==> src/rtl/ftoff_pkg.sv <==
`timescale 1ns/1ps
package ftoff_pkg;
  // Phase of the off-time one-shot, decoded from its down-counter
  typedef enum logic [1:0] {
    OS_IDLE = 2'd0,
    OS_HOLD = 2'd1,
    OS_LAST = 2'd2
  } os_phase_e;
endpackage

==> src/rtl/ftoff_ramp.sv <==
`timescale 1ns/1ps
module ftoff_ramp #(
  parameter int unsigned CNT_W = 8
) (
  input  logic             clk,
  input  logic             rst_n,
  input  logic [CNT_W-1:0] period_cmd,
  input  logic [CNT_W-1:0] duty_cmd,
  output logic             pwm_raw
);
  localparam int unsigned EXT_W = CNT_W + 1;

  logic [CNT_W-1:0] cnt_q, cnt_d;
  logic [EXT_W-1:0] cnt_inc;
  logic             wrap;

  always_comb begin
    cnt_inc = {1'b0, cnt_q} + {{CNT_W{1'b0}}, 1'b1};
    wrap    = (cnt_inc >= {1'b0, period_cmd});
    cnt_d   = wrap ? '0 : cnt_inc[CNT_W-1:0];
  end

  always_ff @(posedge clk or negedge rst_n) begin
    if (!rst_n) cnt_q <= '0;
    else        cnt_q <= cnt_d;
  end

  assign pwm_raw = (cnt_q < duty_cmd);
endmodule

==> src/rtl/ftoff_blank.sv <==
`timescale 1ns/1ps
module ftoff_blank #(
  parameter int unsigned BLANK_W  = 4,
  parameter bit          BLANK_EN = 1'b1
) (
  input  logic               clk,
  input  logic               rst_n,
  input  logic               pwm_raw,
  input  logic [BLANK_W-1:0] blank_len,
  output logic               blank_act
);
  localparam logic [BLANK_W-1:0] AGE_MAX = '1;
  localparam logic [BLANK_W-1:0] AGE_ONE = {{(BLANK_W-1){1'b0}}, 1'b1};

  generate
    if (BLANK_EN) begin : g_blank
      logic [BLANK_W-1:0] age_q, age_d;
      logic               age_en;

      // age counts on-cycles since the comparator went true, saturating
      always_comb begin
        age_en = 1'b1;
        if (!pwm_raw)               age_d = '0;
        else if (age_q == AGE_MAX) begin
          age_d  = age_q;
          age_en = 1'b0;
        end
        else                        age_d = age_q + AGE_ONE;
      end

      always_ff @(posedge clk or negedge rst_n) begin
        if (!rst_n)      age_q <= '0;
        else if (age_en) age_q <= age_d;
      end

      assign blank_act = pwm_raw && (age_q < blank_len);
    end else begin : g_noblank
      assign blank_act = 1'b0;
    end
  endgenerate
endmodule

==> src/rtl/ftoff_oneshot.sv <==
`timescale 1ns/1ps
module ftoff_oneshot
  import ftoff_pkg::*;
#(
  parameter int unsigned OFF_W = 8
) (
  input  logic             clk,
  input  logic             rst_n,
  input  logic             trig,
  input  logic [OFF_W-1:0] off_len,
  output logic             active
);
  localparam logic [OFF_W-1:0] OFF_ONE = {{(OFF_W-1){1'b0}}, 1'b1};

  logic [OFF_W-1:0] off_q, off_d, load_val;
  os_phase_e        phase;

  always_comb begin
    if (off_q == '0)          phase = OS_IDLE;
    else if (off_q == OFF_ONE) phase = OS_LAST;
    else                      phase = OS_HOLD;
  end

  always_comb begin
    load_val = (off_len == '0) ? OFF_ONE : off_len;
    unique case (phase)
      OS_IDLE: off_d = trig ? load_val : '0;
      OS_LAST: off_d = trig ? load_val : '0;
      default: off_d = off_q - OFF_ONE;
    endcase
  end

  always_ff @(posedge clk or negedge rst_n) begin
    if (!rst_n) off_q <= '0;
    else        off_q <= off_d;
  end

  assign active = (phase != OS_IDLE);
endmodule

==> src/rtl/ftoff_limiter.sv <==
`timescale 1ns/1ps
module ftoff_limiter #(
  parameter int unsigned CNT_W    = 8,
  parameter int unsigned OFF_W    = 8,
  parameter int unsigned BLANK_W  = 4,
  parameter bit          BLANK_EN = 1'b1
) (
  input  logic               clk,
  input  logic               rst_n,
  input  logic [CNT_W-1:0]   period_cmd,
  input  logic [CNT_W-1:0]   duty_cmd,
  input  logic [OFF_W-1:0]   off_len,
  input  logic [BLANK_W-1:0] blank_len,
  input  logic               oc_in,
  output logic               ls_en,
  output logic               limit_act
);
  logic pwm_raw;
  logic blank_act;
  logic oc_qual;

  ftoff_ramp #(.CNT_W(CNT_W)) u_ramp (
    .clk        (clk),
    .rst_n      (rst_n),
    .period_cmd (period_cmd),
    .duty_cmd   (duty_cmd),
    .pwm_raw    (pwm_raw)
  );

  ftoff_blank #(.BLANK_W(BLANK_W), .BLANK_EN(BLANK_EN)) u_blank (
    .clk       (clk),
    .rst_n     (rst_n),
    .pwm_raw   (pwm_raw),
    .blank_len (blank_len),
    .blank_act (blank_act)
  );

  assign oc_qual = oc_in && !blank_act;

  ftoff_oneshot #(.OFF_W(OFF_W)) u_oneshot (
    .clk     (clk),
    .rst_n   (rst_n),
    .trig    (oc_qual),
    .off_len (off_len),
    .active  (limit_act)
  );

  assign ls_en = pwm_raw && !limit_act;
endmodule

==> config.mk <==
export PLATFORM = sky130hd
export DESIGN_NAME = ftoff_limiter
export DESIGN_NICKNAME = d
export VERILOG_FILES = /design/src/rtl/ftoff_pkg.sv /design/src/rtl/ftoff_ramp.sv /design/src/rtl/ftoff_blank.sv /design/src/rtl/ftoff_oneshot.sv /design/src/rtl/ftoff_limiter.sv
export SDC_FILE = /design/constraint.sdc
export NUM_CORES = 1
export LEC_CHECK = 0
export BUFFER_PORTS_ARGS = -buffer_cell sky130_fd_sc_hd__buf_2
export CAP_MARGIN = 20
export CORE_AREA = 2 2 109 58
export CTS_CLUSTER_DIAMETER = 50
export DETAILED_ROUTE_END_ITERATION = 16
export DIE_AREA = 0 0 111 60
export PLACE_DENSITY = 0.53
export SLEW_MARGIN = 20
export SYNTH_ARGS = -nofsm -noshare
export SYNTH_HDL_FRONTEND = slang
export SYNTH_SLANG_ARGS = --single-unit
export TNS_END_PERCENT = 20
==> constraint.sdc <==
create_clock -name clk -period 1.99 [get_ports clk]
set_input_delay 0.2985 -clock clk [delete_from_list [all_inputs] [get_ports clk]]
set_output_delay 0.2985 -clock clk [all_outputs]
set_load 0.05 [all_outputs]
==> results by stage, run 1 <==
Timing:
- Setup repair after global routing could not meet its margin everywhere.
- The time the final worst path needs with I/O delays and setup is ~2200 ps.
- The max-slew violation count is 0.
- The tightest hold path in the finished design has a slack of -1.45 ps.
- Between clock sinks in the finished design, the worst skew comes to between 1.5 and 2 ps.
- In the finished design, the share of the clock period the worst path needs comes to 1.09.
- Based on the critical path, the design can be clocked at up to roughly 0.46 GHz.
- The final worst slack is -185 ps.
- The headroom to the max-slew limit is 0.600.
- The hold violation count in the final report is 3.
- The pin slew with the least headroom to its limit is roughly 600 ps.
- The final total negative setup slack is -1220 ps.
- Setup violations remaining at the end of the flow were counted as 9.

Clock network:
- The count of H-tree levels built during CTS is 1.
- The CTS sink count is 20.
- The tree is rooted in a clkbuf_16.
- The CTS buffer count is 3.
- TritonCTS built the clock tree.
- After clock tree synthesis, the clock-pin slew on the worst setup and hold paths is around 60 ps.
- The later-pin clock latency in the skew report is between 200 and 300 ps.
- The clock passes through at most 2 buffers.

Power and ir drop:
- The sequential group share of total power is 0.277.
- Of the total power, the share spent switching nets is 0.373.
- The proportion of power drawn by the clock network is 0.193.
- In this run the power spent charging and discharging nets is a little under 0.9 mW.
- The share of total power dissipated in combinational logic is 0.531.
- The design internal power is roughly 1.5 mW.
- Summed over all cells, the static leakage comes to about 1.1 nW.
- IR analysis of the VDD net gives a maximum drop of slightly below 0.4 mV.
- The power density of the placed cells is 1090 nW/um^2.

Cells and area:
- Leaving out fill and tap cells, the most frequent cell in the layout is buf_2.
- Once layout is complete, the utilization of the core stands at 0.375.
- The share of post-route cells with drive strength above 1 is 0.319.
- At the end of the flow, the number of nets in the layout was about 290.
- The total inserted antenna cells is 0.
- The fill cell total of the finished layout is roughly 580.
- Registers take around 500 um^2.
- The top cell types in the final layout, fill and taps aside, are buf_2 (31), ha_1 (21), inv_1 (20).
- Summing all non-filler instances in the final layout gives an area of approximately 2200 um^2.
- The multi-input combinational cells in the finished layout cover a total of 1100 um^2.
- The area added between synthesis and finish is 35.3%.

Worst setup path:
- The arrival time of data at the critical path endpoint is between 2000 and 2500 ps.
- The maximum fanout count along the critical path is 8.
- The category of the worst setup path capture point is a flip-flop.
- By startpoint and endpoint, the worst setup path is classified as flip-flop to flip-flop.
- The data required time of the critical path is 2150 ps.
- The largest incremental delay on the critical path is between 400 and 500 ps.
- The master of the slowest instance on the critical path is a221o_2.
- Among cell families on the critical path, the largest total delay comes from simple AND/OR/NAND/NOR gates.
- The most numerous cell type found on the critical path is nand4_1.
- Counting both buffers and inverters, the worst setup path holds a total of 0.
- Traced cell by cell, the critical path runs through and4_1, nand4_1, xnor2_1, ha_1, nand4_1, nor2_1, a221o_2, nor3b_2.
- The launching element of the worst setup path is u_ramp.cnt_q[2]$_DFF_PN0_.
- The startpoint identified for the worst register-to-register timing path is u_ramp.cnt_q[2]$_DFF_PN0_.
- STA classifies the critical path startpoint as a flip-flop.

Job:
- Across the run, the number of max-cap violations was 0.

Synth:
- Synthesis produced a netlist with a net count of 234.
- Yosys mapped the design onto 40 distinct sky130hd cell types.
- The area of the mapped netlist is 1600 um^2.
- The total of flip-flops plus latches after synthesis is 20.
- The count of warnings emitted by yosys is 0.
- The sequential cell area fraction in the yosys report is 0.313.
- The number of instances in the synthesized netlist is about 180.
- Dividing the synthesized area by the synthesized cell count gives between 8 and 9 um^2.
- The flip-flop cell with the highest count after synthesis is dfrtp_1.
- The proportion of synthesized flip-flops having asynchronous set or reset is 1.00.
- Counting flops with a built-in enable in the synthesized netlist gives 0.

Drt:
- Before antenna repair, the detailed router went through 4 iterations.
- The detail route stage leaves a number of antenna-violating nets equal to 0.
- The remaining routing DRC violations is 0.
- The starting DRC count in detailed routing is between 100 and 150.
- The ratio of routed vias to standard cells is approximately 4.6.
- After detailed routing, the average wire length per cell comes to 12.8 um.
- After detailed routing, the total wire length is 3.95 mm.
- The overall via count from detail_route is roughly 1400.

Floorplan:
- The total number of placement rows is 20.
- The width of the die is 111 um.
- The core region is roughly 5800 um^2.
- For this configuration, the core starts out at a cell density of 0.277.
- The die covers roughly 6700 um^2.
- In this run the vertical extent of the chip is 60 um.
- The top-level port count is 33.

Global routing:
- Entering global routing, the biggest net connects 21 pins.
- The number of global-route vias before repair is 1304.
- The global-route wire length before repair is approximately 6.5 mm.
- The total overflow left after global routing is 0.
- The initial antenna violation count was 0.
- In the global route stage, overall resource usage came out at 0.126.

Placed design:
- The congestion estimate from routability-driven global placement came to just under 0.9.
- The post-place setup slack is -304 ps.
- During placement, the flow inserted port buffers numbering 32.
- The half-perimeter wire length after detailed placement is between 3 and 4 mm.
- The placed instances occupy a cell area of just under 2000 um^2.

Status:
- The run finished, with violations left.
- The final reports fail on negative hold slack, negative setup slack.

Min path:
- The tightest min-delay check is of the primary input to async pin type.
sequential cells by signal, indices dropped and copies added, names as in the netlist:
name and count:
u_oneshot.off_q 8, u_blank.g_blank.age_q 4, u_ramp.cnt_q 8
synthesized netlist by cell type (all sizes together), types with 2 or more instances:
master  number  area share
nor3b        7       0.033
buf          3       0.014
dfrtp       20        0.31
o211ai       7       0.033
ha          22        0.17
nor3         5       0.016
a21o         3       0.014
nand3        6       0.019
nand2       18       0.042
nor2        12       0.028
nor4         3       0.025
o21ai        7       0.022
a21oi        5       0.016
xnor2        6       0.033
inv         20       0.047
nor2b        5       0.020
nand4        8       0.031
mux2i        3       0.019
and3         2      0.0078
xor2         3       0.016
or4          2       0.012
and4         2       0.011
area by class of cell:
cell class	count	share of cell area
Tap cell	77	0.0445
Clock buffer	4	0.0410
Multi-Input combinational cell	138	0.508
Inverter	20	0.0346
Timing Repair Buffer	50	0.141
Sequential cell	20	0.232
worst paths after layout:
check / end / cells after the start / slack (ps)
setup / recovery: u_ramp.cnt_q[3]$_DFF_PN0_ / 8 / -180
hold / removal: u_ramp.cnt_q[7]$_DFF_PN0_ / 1 / -1
setup reg to reg: u_ramp.cnt_q[3]$_DFF_PN0_ / 8 / -180
hold reg to reg: u_ramp.cnt_q[0]$_DFF_PN0_ / 1 / 510
max in group asynchronous: u_ramp.cnt_q[3]$_DFF_PN0_ / 1 / 1640
min in group clk: u_oneshot.off_q[3]$_DFF_PN0_ / 3 / 310
through the flow:
stage	total power [mW]	hold slack (ps)	cells
after floorplan	1.26	2.91	181
after global placement	1.78	296	304
after detailed placement	1.78	290	304
after CTS	2.34	19.7	309
after global routing	2.58	40.5	309
final	2.36	-1.45	309
cell families after synthesis:
group / after synthesis / share of synthesized area
simple gates: 72 / 0.252
fa+ha+maj: 22 / 0.172
flops: 20 / 0.313
xor+xnor: 9 / 0.0492
buf+inv: 23 / 0.0609
mux: 3 / 0.0188
compound gates: 32 / 0.134
metal layers:
| metal | vias up | track usage | wire [um] |
|---|---|---|---|
| met5 | - | 0 | 0 |
| met2 | 30 | 0.163 | 1490 |
| met4 | 0 | 0.0268 | 17 |
| met1 | 637 | 0.204 | 2260 |
| li1 | 760 | - | - |
| met3 | 2 | 0.0294 | 194 |
power groups by stage:
stage	Clock, mW	Combinational, mW	Sequential [mW]
floorplan	0	0.625	0.637
CTS	0.472	1.23	0.642
global placement	0	1.13	0.649
global route	0.491	1.42	0.668
detailed placement	0	1.13	0.649
finish	0.455	1.25	0.653
timing repair:
item / CTS / global route
setup buffers: 1 / 0
cloned: 0 / 0
pin swaps: 11 / 6
hold buffers: 0 / 0
endpoints found under the setup margin: 16 / 11
resized for setup: 13 / 7
No activity file was read; power rests on OpenSTA's default activity.
==> run 2, diff against run 1 <==
Settings changed: CORE_AREA 2 2 109 58 to 2 2 64 97, DIE_AREA 0 0 111 60 to 0 0 66 99.
==> run 2 against run 1 <==
- the flow still finishes with violations (negative hold slack, negative setup slack)
- count of clock-buffer cells in the layout stayed put
- design area is 0.58% lower
- hold slack worse by 8.0 ps
- utilization is 0.31 points higher
- sequential share of layout area is 0.13 points higher
- die area is 1.9% lower
- worst setup slack better by 11 ps
- fmax is 0.49% higher
- wire length is 6.4% lower
- total power is 8.0% lower
- largest power group unchanged
==> results by stage, run 2 (same netlist as run 1, synthesis figures left out) <==
Status:
- The flow ran to the end, but the final reports show violations.
- The checks that failed: negative hold slack, negative setup slack.

Cells and area:
- After the last flow step, the layout net total stands at roughly 290.
- The multi-input combinational cells in the finished layout cover a total of 1120 um^2.
- Leaving out filler cells and counting taps, the final layout contains 305.
- The number of antenna diodes in the final layout is 0.
- Of the cells placed in the final design, the portion with a size suffix greater than 1 is 0.330.
- Summing all flip-flop and latch instances after layout gives ~500 um^2.
- The largest registers in the layout are u_oneshot.off_q (8), u_ramp.cnt_q (8), u_blank.g_blank.age_q (4).
- The area added between synthesis and finish is 34.5%.
- The post-layout instance area is 2150 um^2.
- The library cell used most frequently in the layout, excluding fill and tap cells, is buf_2.
- The layout has between 600 and 700 filler cells.
- The top cell types in the final layout, fill and taps aside, are buf_2 (31), inv_1 (20), ha_1 (20).

Global routing:
- The total global routing track utilization is 0.127.
- The global-route wire length before repair is around 6.6 mm.
- The total overflow left after global routing is 0.
- The number of global-route vias before repair is 1513.
- The initial antenna violation count is 0.
- The maximum number of pins on one net before global-route repair is 21.

Clock network:
- The CTS sink count is 20.
- The cell sitting at the root of the clock tree is a clkbuf_8.
- TritonCTS built the clock tree.
- CTS built an H-tree with a depth of 1.
- Clock-pin slew was measured on the worst setup and hold paths at ~70 ps.
- The later pin in the worst-skew pair is clocked with a latency of approximately 250 ps.
- Counting the buffers created by CTS gives 3.
- The number of buffers on the longest clock path is 2.
- The number of hold buffers added after cts is 0.

Placed design:
- The post-place setup slack is -195 ps.
- The placer's final routability congestion estimate is roughly 0.74.
- After detailed placement, the total cell area comes to just under 2000 um^2.
- The half-perimeter wire length after detailed placement is between 3 and 4 mm.
- Including well taps, the total number of placed cells is roughly 300.
- The number of port buffers is 32.

Timing:
- The fmax is ~0.46 GHz.
- The hold violation count in the final report came to 20.
- On the final layout, the worst hold slack is -9.48 ps.
- Across all setup checks in the final design, the least slack found is -174 ps.
- Setup violations remaining at the end of the flow were counted as 9.
- The final worst-path cycle share is 1.09.
- The largest clock skew in the final design is 2.89 ps.
- The smallest clock period supported by the final layout is computed as between 2000 and 2500 ps.
- Measured against its own limit, the worst slew margin works out to 0.605.
- The max-slew violation count came to 0.
- For the pin with the worst max-slew slack, the measured transition is 591 ps.
- Setup repair after global routing could not meet its margin everywhere.

Power and ir drop:
- The power density of the placed cells is 1010 nW/um^2.
- VDD sags by at most 0.416 mV.
- For this design the static power due to leakage is ~1.1 nW.

Worst setup path:
- The arrival time of data at the critical path endpoint is ~2300 ps.
- In this run the critical register-to-register path is captured at u_ramp.cnt_q[1]$_DFF_PN0_.
- At the worst endpoint, the required time is ~2200 ps.
- The launching element type of the critical path is a flip-flop.
- The beginning of the worst register-to-register path is u_ramp.cnt_q[2]$_DFF_PN0_.
- The launching element of the worst setup path is u_ramp.cnt_q[2]$_DFF_PN0_.
- Measured in cells, the most critical reg-to-reg path has a length of 8.
- The critical path is of the flip-flop to flip-flop type.
- The worst register-to-register path has a setup slack of -170 ps.
- The maximum fanout count along the critical path is 8.
- The category of the worst setup path capture point is a flip-flop.

Floorplan:
- The top-level port count is 33.
- The die area is roughly 6500 um^2.
- After floorplanning, the core was divided into 34 placement rows.
- The starting utilization of the core area is 0.281.
- The die height is roughly 99 um.
- The area of the placeable core is approximately 5700 um^2.
- The width of the die is about 66 um.

Drt:
- The ratio of routed vias to standard cells is just under 5.
- The remaining routing DRC violations is 0.
- The detail route stage leaves a number of antenna-violating nets equal to 0.
- The overall via count from detail_route is 1466.
- In the final routed layout, each cell accounts on average for 12.1 um.
- The first TritonRoute pass finished after 3 iterations.
- The starting DRC count in detailed routing is 30.
- The total routed wirelength is approximately 3.7 mm.

Min path:
- In this run the worst hold path is classified as primary input to async pin.

Job:
- The tool flagged a number of max-cap violations equal to 0.
## run 2: cell types whose count changed in the layout (fill, tap and decap cells not counted), sizes merged
cell	previous run	this run
buf	50	51
## run 2: worst max path at each step
stage | endpoint | slack (ps)
after global routing | u_ramp.cnt_q[1]$_DFF_PN0_ | -290
after detailed placement | u_ramp.cnt_q[5]$_DFF_PN0_ | -190
after CTS | u_ramp.cnt_q[1]$_DFF_PN0_ | -160
final | u_ramp.cnt_q[1]$_DFF_PN0_ | -170
after floorplan | u_ramp.cnt_q[3]$_DFF_PN0_ | -50
after global placement | u_ramp.cnt_q[5]$_DFF_PN0_ | -150
## run 2: area by class of cell
cell class,instances,share of cell area
clock buffers,4,0.0256
repair buffers,51,0.147
well taps,72,0.0418
flip-flops and latches,20,0.233
inverters,20,0.0348
multi-input cells,138,0.518
## run 2: timing repair
action	4_1_cts	5_1_grt
resized for setup	19	5
pin swaps	13	2
buffers inserted	2	1
setup endpoints to repair	10	11
endpoints found under the hold margin	0	0
## run 2: worst max-delay path: stages, from the launching register on
cell	delay [ps]
dfrtp_1	390
and3_4	210
nand3_4	70
xnor2_2	150
ha_1	310
a21o_1	160
a21o_1	140
a221o_2	460
nor3b_2	200
## run 2: per-stage QoR
| step | TNS [ps] | total power [mW] | util |
|---|---|---|---|
| CTS | -1100 | 2.19 | 0.372 |
| global placement | -1010 | 1.69 | 0.344 |
| floorplan | -217 | 1.26 | - |
| detailed placement | -1400 | 1.71 | 0.344 |
| finish | -1120 | 2.17 | 0.378 |
| global route | -2270 | 2.40 | 0.378 |
## run 2: power by group
part           total, mW  switching [mW]  leakage, nW  internal (mW)
clock network      0.310           0.134       0.0288          0.176
logic               1.21           0.559        0.792          0.653
registers          0.649           0.128        0.239          0.521
## run 2: routing by layer
layer	share of wire	routed length, um	up-vias	track usage
li1	-	-	756	-
met1	0.40	1480	683	0.137
met2	0.56	2070	25	0.249
met3	0.035	131	2	0.0183
met4	0.0065	24	0	0.0330
met5	0	0	-	0
